--- config.mk ---
export PLATFORM = sky130hd
export DESIGN_NAME = tw_mem_slave
export DESIGN_NICKNAME = d
export VERILOG_FILES = /design/src/rtl/tw_pkg.sv /design/src/rtl/tw_line_sampler.sv /design/src/rtl/tw_mem_array.sv /design/src/rtl/tw_mem_slave.sv
export SDC_FILE = /design/constraint.sdc
export NUM_CORES = 2
export LEC_CHECK = 0
export CAP_MARGIN = 20
export CORE_MARGIN = 10
export CORE_UTILIZATION = 45
export DETAILED_ROUTE_END_ITERATION = 10
export DONT_BUFFER_PORTS = 1
export GPL_TIMING_DRIVEN = 0
export PLACE_DENSITY = 0.63
export SETUP_SLACK_MARGIN = 0.02
export SYNTH_ARGS = -nofsm -noshare
export SYNTH_HDL_FRONTEND = slang
export SYNTH_SLANG_ARGS = --single-unit
--- constraint.sdc ---
create_clock -name clk -period 3.63 [get_ports clk]
set_clock_uncertainty 0.15 [all_clocks]
set_input_delay 0.1815 -clock clk [delete_from_list [all_inputs] [get_ports clk]]
set_output_delay 0.1815 -clock clk [all_outputs]
set_load 0.01 [all_outputs]
--- src/rtl/tw_pkg.sv ---
package tw_pkg;
    localparam int ADDR_W = 16;
    localparam int BYTE_W = 8;
    localparam logic [3:0] DEV_TYPE = 4'b1010;

    typedef enum logic [3:0] {
        ST_IDLE,
        ST_DEV,
        ST_DEV_ACK,
        ST_AHI,
        ST_AHI_ACK,
        ST_ALO,
        ST_ALO_ACK,
        ST_WDATA,
        ST_WDATA_ACK,
        ST_RDATA,
        ST_RACK
    } tw_state_e;
endpackage

--- src/rtl/tw_line_sampler.sv ---
module tw_line_sampler #(
    parameter int STAGES = 2
) (
    input  logic clk,
    input  logic rst_n,
    input  logic scl_i,
    input  logic sda_i,
    output logic scl_q,
    output logic sda_q,
    output logic scl_rise,
    output logic scl_fall,
    output logic start_det,
    output logic stop_det
);
    // STAGES synchroniser flops plus one history flop per line
    logic [STAGES:0] scl_pipe;
    logic [STAGES:0] sda_pipe;

    always_ff @(posedge clk or negedge rst_n) begin
        if (!rst_n) begin
            scl_pipe <= '1;
            sda_pipe <= '1;
        end else begin
            scl_pipe <= {scl_pipe[STAGES-1:0], scl_i};
            sda_pipe <= {sda_pipe[STAGES-1:0], sda_i};
        end
    end

    assign scl_q     = scl_pipe[STAGES-1];
    assign sda_q     = sda_pipe[STAGES-1];
    assign scl_rise  = scl_pipe[STAGES-1] & ~scl_pipe[STAGES];
    assign scl_fall  = ~scl_pipe[STAGES-1] & scl_pipe[STAGES];
    assign start_det = scl_pipe[STAGES-1] & scl_pipe[STAGES] & sda_pipe[STAGES] & ~sda_pipe[STAGES-1];
    assign stop_det  = scl_pipe[STAGES-1] & scl_pipe[STAGES] & ~sda_pipe[STAGES] & sda_pipe[STAGES-1];
endmodule

--- src/rtl/tw_mem_array.sv ---
module tw_mem_array #(
    parameter int AW = 8,
    parameter int DW = 8
) (
    input  logic          clk,
    input  logic          we,
    input  logic [AW-1:0] waddr,
    input  logic [DW-1:0] wdata,
    input  logic [AW-1:0] raddr,
    output logic [DW-1:0] rdata
);
    localparam int DEPTH = 1 << AW;

    logic [DW-1:0] mem [DEPTH];

    always_ff @(posedge clk) begin
        if (we) mem[waddr] <= wdata;
        rdata <= mem[raddr];
    end
endmodule

--- src/rtl/tw_mem_slave.sv ---
module tw_mem_slave
    import tw_pkg::*;
#(
    parameter int MEM_AW      = 8,
    parameter int PAGE_AW     = 7,
    parameter int SYNC_STAGES = 2
) (
    input  logic              clk,
    input  logic              rst_n,
    input  logic              scl_i,
    input  logic              sda_i,
    output logic              sda_oe,
    input  logic [2:0]        strap,
    input  logic              wr_busy,
    output logic              wr_valid,
    output logic [ADDR_W-1:0] wr_addr,
    output logic [BYTE_W-1:0] wr_data,
    input  logic              pg_we,
    input  logic [MEM_AW-1:0] pg_addr,
    input  logic [BYTE_W-1:0] pg_data
);
    localparam int CNT_W = $clog2(BYTE_W + 1);
    localparam logic [CNT_W-1:0] LAST_BIT = CNT_W'(BYTE_W - 1);
    localparam logic [CNT_W-1:0] FULL_CNT = CNT_W'(BYTE_W);

    tw_state_e         state_q, state_d;
    logic              scl_q, sda_q, scl_rise, scl_fall, start_det, stop_det;
    logic [CNT_W-1:0]  bit_cnt;
    logic [BYTE_W-1:0] shreg, addr_hi, mem_q, rd_byte;
    logic [ADDR_W-1:0] ctr, ctr_page;
    logic [PAGE_AW-1:0] page_low;
    logic              ack_drv, mack, rw_q;
    logic              rx_state, ack_state, byte_done, dev_hit, in_range;

    tw_line_sampler #(.STAGES(SYNC_STAGES)) u_sampler (
        .clk(clk), .rst_n(rst_n), .scl_i(scl_i), .sda_i(sda_i),
        .scl_q(scl_q), .sda_q(sda_q), .scl_rise(scl_rise), .scl_fall(scl_fall),
        .start_det(start_det), .stop_det(stop_det)
    );

    tw_mem_array #(.AW(MEM_AW), .DW(BYTE_W)) u_array (
        .clk(clk), .we(pg_we), .waddr(pg_addr), .wdata(pg_data),
        .raddr(ctr[MEM_AW-1:0]), .rdata(mem_q)
    );

    assign rx_state  = state_q inside {ST_DEV, ST_AHI, ST_ALO, ST_WDATA};
    assign ack_state = state_q inside {ST_DEV_ACK, ST_AHI_ACK, ST_ALO_ACK, ST_WDATA_ACK};
    assign byte_done = rx_state && scl_fall && (bit_cnt == FULL_CNT);
    assign dev_hit   = (shreg[7:1] == {DEV_TYPE, strap}) && !wr_busy;
    assign in_range  = (ctr[ADDR_W-1:MEM_AW] == '0);
    assign rd_byte   = in_range ? mem_q : '1;
    assign page_low  = ctr[PAGE_AW-1:0] + PAGE_AW'(1);
    assign ctr_page  = {ctr[ADDR_W-1:PAGE_AW], page_low};
    assign sda_oe    = ack_drv | ((state_q == ST_RDATA) & ~shreg[BYTE_W-1]);

    // next-state logic
    always_comb begin
        state_d = state_q;
        if (start_det) begin
            state_d = ST_DEV;
        end else if (stop_det) begin
            state_d = ST_IDLE;
        end else begin
            unique case (state_q)
                ST_IDLE:      state_d = ST_IDLE;
                ST_DEV:       if (byte_done) state_d = dev_hit ? ST_DEV_ACK : ST_IDLE;
                ST_DEV_ACK:   if (scl_fall) state_d = rw_q ? ST_RDATA : ST_AHI;
                ST_AHI:       if (byte_done) state_d = ST_AHI_ACK;
                ST_AHI_ACK:   if (scl_fall) state_d = ST_ALO;
                ST_ALO:       if (byte_done) state_d = ST_ALO_ACK;
                ST_ALO_ACK:   if (scl_fall) state_d = ST_WDATA;
                ST_WDATA:     if (byte_done) state_d = ST_WDATA_ACK;
                ST_WDATA_ACK: if (scl_fall) state_d = ST_WDATA;
                ST_RDATA:     if (scl_fall && bit_cnt == LAST_BIT) state_d = ST_RACK;
                ST_RACK:      if (scl_fall) state_d = mack ? ST_RDATA : ST_IDLE;
                default:      state_d = ST_IDLE;
            endcase
        end
    end

    // state register
    always_ff @(posedge clk or negedge rst_n) begin
        if (!rst_n) state_q <= ST_IDLE;
        else        state_q <= state_d;
    end

    // datapath and outputs
    always_ff @(posedge clk or negedge rst_n) begin
        if (!rst_n) begin
            bit_cnt  <= '0;
            shreg    <= '0;
            addr_hi  <= '0;
            ctr      <= '0;
            ack_drv  <= 1'b0;
            mack     <= 1'b0;
            rw_q     <= 1'b0;
            wr_valid <= 1'b0;
            wr_addr  <= '0;
            wr_data  <= '0;
        end else begin
            wr_valid <= 1'b0;
            if (start_det || stop_det) begin
                bit_cnt <= '0;
                ack_drv <= 1'b0;
            end else if (rx_state) begin
                if (scl_rise) begin
                    shreg   <= {shreg[BYTE_W-2:0], sda_q};
                    bit_cnt <= bit_cnt + CNT_W'(1);
                end
                if (byte_done) begin
                    bit_cnt <= '0;
                    ack_drv <= (state_q == ST_DEV) ? dev_hit : 1'b1;
                    case (state_q)
                        ST_DEV:  rw_q    <= shreg[0];
                        ST_AHI:  addr_hi <= shreg;
                        ST_ALO:  ctr     <= {addr_hi, shreg};
                        default: begin
                            wr_valid <= 1'b1;
                            wr_addr  <= ctr;
                            wr_data  <= shreg;
                            ctr      <= ctr_page;
                        end
                    endcase
                end
            end else if (ack_state) begin
                if (scl_fall) begin
                    ack_drv <= 1'b0;
                    bit_cnt <= '0;
                    if (state_q == ST_DEV_ACK && rw_q) begin
                        shreg <= rd_byte;
                        ctr   <= ctr + ADDR_W'(1);
                    end
                end
            end else if (state_q == ST_RDATA) begin
                if (scl_fall) begin
                    if (bit_cnt == LAST_BIT) begin
                        bit_cnt <= '0;
                    end else begin
                        shreg   <= {shreg[BYTE_W-2:0], 1'b1};
                        bit_cnt <= bit_cnt + CNT_W'(1);
                    end
                end
            end else if (state_q == ST_RACK) begin
                if (scl_rise) mack <= ~sda_q;
                if (scl_fall && mack) begin
                    shreg   <= rd_byte;
                    ctr     <= ctr + ADDR_W'(1);
                    bit_cnt <= '0;
                end
            end
        end
    end

    // the line driver moves only in the clock-low phase
    a_r10_oe_moves_scl_low: assert property (@(posedge clk) disable iff (!rst_n)
        !$stable(sda_oe) |-> !scl_q);

    // entry into the selection acknowledge never happens while busy
    a_r3_no_ack_busy: assert property (@(posedge clk) disable iff (!rst_n)
        $rose(state_q == ST_DEV_ACK) |-> $past(!wr_busy));

    // the acknowledge drive is only ever present in an acknowledge phase
    a_r2_ack_in_ack_phase: assert property (@(posedge clk) disable iff (!rst_n)
        ack_drv |-> ack_state);

    // an idle engine leaves the line released
    a_r11_idle_released: assert property (@(posedge clk) disable iff (!rst_n)
        (state_q == ST_IDLE) |-> !sda_oe);

    // handoff strobes come only from the write data phase
    a_r9_wr_from_data: assert property (@(posedge clk) disable iff (!rst_n)
        wr_valid |-> $past(state_q == ST_WDATA));
endmodule

==> PnR_summary.wiki <==
{| class="wikitable"
! Metric !! Value
|-
| Switching power total || 33.0 mW
|-
| Insertion delay to the later sink of the worst-skew pair || 0.89 ns
|-
| H-tree levels || 4
|-
| Part of the total power dissipated in sequential elements || 32.8%
|-
| Post-Route Utilization || 53.9%
|-
| Fin crit period || 3.91 ns
|-
| Max VDD drop || 571 µV
|-
| Violated checks || max-capacitance violations, max-slew violations, negative setup slack
|-
| Mapped Cells || 4170
|-
| Die Footprint || 0.203 mm²
|-
| Launching instance or port of the critical path || ctr[3]
|-
| Layout cells sized above 1 || 27.6%
|-
| Longest Clk Path Bufs || 3
|-
| Design area || 0.0989 mm²
|-
| Portion of total power attributed to combinational logic || 41.4%
|-
| Clock-pin slew reported for the worst setup and hold paths after clock tree synthesis || 0.07 ns
|-
| Timing-limited maximum frequency || 0.255 GHz
|-
| Startpoint of the most critical hold path || pg_addr[2]
|-
| Setup slack of the worst register-to-register path || -0.28 ns
|-
| Number of buffers created by CTS || 209
|-
| Boundary pin count || 51
|-
| Number of endpoints with negative hold slack in the final report || 0
|-
| Path length in cells of the critical path || 9
|-
| Total routing resource utilization after global routing || 32.6%
|-
| Net count reported at finish || 4663
|-
| Most area-consuming cells after synthesis || edfxtp_1 (74%), mux4_2 (12%), mux2i_1 (2.5%)
|-
| Cell count of the worst reg-to-reg path || 9
|-
| Netlist area before placement || 0.0833 mm²
|-
| Die Ht || 450 µm
|-
| Number of instances on the worst hold path || 3
|-
| Count of warnings emitted by yosys || 0
|-
| Number of failing setup endpoints in the final timing report || 8
|-
| Number of synthesized register bits || 2130
|-
| Average via count per standard cell || 7.08
|-
| Floorplan row count || 157
|-
| Proportion of power drawn by the clock network || 25.9%
|-
| Count of routing violations after the opening detailed-route iteration || 10500
|-
| Category of cells accounting for the largest share of critical-path delay || buffers and inverters
|-
| Count of port buffers added during placement || 0
|-
| Pin count of the biggest net entering global routing || 257
|-
| Internal portion of total power || 51.0 mW
|-
| Global-route wire length before repair || 441000 µm
|-
| Placed cell area || 0.0872 mm²
|-
| Buffers plus inverters on the worst setup path || 5
|-
| Switching share of total power || 39.2%
|-
| Average cell area after synthesis || 20.0 µm²
|-
| Hold Path Class || in -> reg
|-
| Via total after detailed routing || 51700
|-
| Number of nets with antenna violations after routing || 0
|-
| Share of the cycle needed by the critical path after routing || 108%
|-
| Tot Pwr || 84.0 mW
|-
| Number of enable-type register cells in the synthesized netlist || 2048
|-
| CP max stage cell || dfrtp_2
|-
| Proportion of synthesized chip area in sequential cells || 76.2%
|-
| Cell leakage power || 31.5 nW
|-
| Root buf cell || clkbuf_16
|-
| Gr ovfl total || 0
|-
| Critical path's largest stage delay || 0.53 ns
|-
| Data required time of the critical path || 4.26 ns
|-
| Area of the placeable core || 0.184 mm²
|-
| Number of maximum-capacitance constraint violations || 1
|-
| Cell Pwr Density || 849 mW/mm²
|-
| Share of the synthesized area in the top cell type || 73.8%
|-
| Number of distinct standard cells referenced by the synthesized netlist || 80
|-
| Final critical-path setup slack || -0.284 ns
|-
| Final Slew Violations || 182
|-
| Async SR Flop Fraction || 3.47%
|-
| Category of the worst setup path capture point || flop
|-
| Placer's final routability congestion estimate || 1.02
|-
| Routed wirelength normalized by instance count || 46.6 µm
|-
| DRC Markers || 0
|-
| Synthesized netlist net count || 4198
|-
| Post-detailed-placement half-perimeter wirelength || 208000 µm
|-
| Initial Util || 45.4%
|-
| Area Growth Syn to Fin || 18.7%
|-
| Top fanout value on the critical path || 10
|-
| Reg2reg start || ctr[3]
|-
| Final wirelength || 340000 µm
|-
| Relative slew slack || -10.1%
|-
| Flip-flop cell with the highest count after synthesis || edfxtp_1
|-
| CP cell instances || clkbuf_4 > buf_6 > buf_6 > buf_8 > clkbuf_8 > a21oi_2 > o31ai_1 > nand4_1 > o22ai_4
|-
| Critical path class || reg -> reg
|-
| Antenna violations before repair || 29
|-
| Data arrival at the endpoint of the critical path || 4.54 ns
|-
| Number of global-route vias before repair || 47300
|-
| CTS tree || done
|-
| TritonRoute pass-1 iters || 8
|-
| Worst-margin pin slew || 1.65 ns
|-
| Library cell with the largest summed area after synthesis || edfxtp_1
|-
| Total number of clock tree sinks || 2130
|-
| Run status || finished with violations
|-
| Cell seen most often among critical-path stages || buf_6
|-
| Startpoint types || flop
|-
| Setup repair after global routing missed its margin || yes
|-
| Floorplan die width || 450 µm
|}
path summary, 6_finish.rpt:
kind                                          to
max                             u_array.rdata[4]
min                          u_array.mem[157][3]
max reg2reg                     u_array.rdata[4]
min reg2reg                u_sampler.scl_pipe[1]
max in group asynchronous             wr_addr[1]
min in group asynchronous  u_sampler.sda_pipe[1]
flip-flops by register name, indices dropped and copies added (netlist names):
register / count
state_q: 4
bit_cnt: 4
u_array.rdata: 8
u_array.mem: 2048
ack_drv: 1
u_sampler.scl_pipe: 3
u_sampler.sda_pipe: 3
mack: 1
ctr: 16
shreg: 8
rw_q: 1
addr_hi: 8
wr_data: 8
wr_addr: 16
wr_valid: 1
kinds of logic (layout without fill, tap and decap cells):
group | Yosys count | count (layout) | share of synthesized area [%]
buffers and inverters | 282 | 926 | 1.77
xor gates and xnor gates | 4 | 4 | 0.0420
DFF | 2130 | 2130 | 76.2
muxes | 676 | 676 | 14.8
adders and majority gates | 3 | 3 | 0.0450
and+or+nand+nor | 575 | 575 | 3.09
AOI/OAI and AO/OA | 500 | 500 | 4.09
other | 0 | 22 | 0
per-layer routing:
layer  up-vias  wire (µm)  track usage, %
li1      18300          -               -
met1     26600     110000            39.8
met4        26      28800            21.9
met5         -        482            1.28
met3      1292      60500            16.7
met2      5456     141000            44.7
worst min-delay path, cell delays in order:
cell,delay [ns]
clkbuf_1,0.19
nand3_1,0.23
nor2_1,0.25
stage by stage:
stage               setup slack, ns  cells  setup TNS [ns]  hold slack [ns]
floorplan                      1.04   4170               0           -0.264
global placement              -3.97   6634         -115.00           -0.262
detailed placement            -2.47   6677          -21.48           -0.261
CTS                         0.00575   7186               0          0.00447
global route                -0.0277   7281         -0.0558           0.0476
finish                       -0.284   7300           -1.69           0.0525
synthesized netlist by cell type (all sizes together), types with 8 or more instances:
| cell | n |
|---|---|
| a31oi | 17 |
| nor3 | 29 |
| inv | 20 |
| o221ai | 25 |
| nand2b | 12 |
| o22ai | 29 |
| a22oi | 83 |
| o21ai | 89 |
| nand3 | 54 |
| dfrtp | 68 |
| nor2 | 303 |
| edfxtp | 2048 |
| mux4 | 439 |
| a221oi | 49 |
| a22o | 21 |
| a211oi | 24 |
| mux2 | 29 |
| buf | 133 |
| mux2i | 208 |
| nand4 | 18 |
| a21oi | 101 |
| nand2 | 93 |
| nor2b | 21 |
| nor4 | 8 |
| dfxtp | 8 |
| o211ai | 8 |
| clkbuf | 128 |
layout by cell type, fill, tap and decap left out, types with 19 or more instances in the layout:
cell type / n
nor3_1: 21
a22oi_1: 74
a22o_1: 21
clkbuf_16: 215
inv_1: 19
clkbuf_2: 34
dlygate4sd3_1: 24
edfxtp_1: 2048
o221ai_1: 23
mux2_2: 29
clkbuf_4: 27
buf_16: 68
buf_12: 62
nand3_1: 50
clkinv_2: 47
dfrtp_1: 64
clkbuf_1: 91
buf_4: 154
diode_2: 22
a221oi_1: 31
a21oi_1: 90
buf_6: 32
buf_8: 34
nand2_1: 92
nor2_1: 298
o22ai_1: 21
o21ai_0: 76
mux4_2: 439
clkinv_1: 50
mux2i_1: 202
nor2b_1: 19
power groups by stage:
stage | Sequential (mW) | Combinational (mW) | Clock (mW)
after global routing | 27.5 | 33.4 | 22.6
final | 27.5 | 34.8 | 21.7
after global placement | 27.9 | 25.6 | 0
after floorplan | 27.8 | 11.8 | 0
after CTS | 27.5 | 30.8 | 21.6
after detailed placement | 27.9 | 26.2 | 0
final cells by class:
| type | instances | area [µm²] |
|---|---|---|
| clock inverter | 134 | 1300 |
| clock buffer | 256 | 5450 |
| antenna | 22 | 55.1 |
| tap | 2464 | 3080 |
| sequential | 2130 | 63500 |
| timing repair buffer | 256 | 3030 |
| fill | 14000 | 84700 |
| buffer | 259 | 3260 |
| multi-input combinational | 1758 | 19100 |
| inverter | 21 | 78.8 |
what timing repair did:
item | 4_1_cts | 5_1_grt
gates resized for setup | 528 | 94
pin swaps | 24 | 26
setup endpoints to repair | 16 | 8
gates cloned | 2 | 2
setup buffers | 86 | 84
endpoints found under the hold margin | 2533 | 1
hold buffers | 33 | 1
Power figures use the tool's default switching activity.
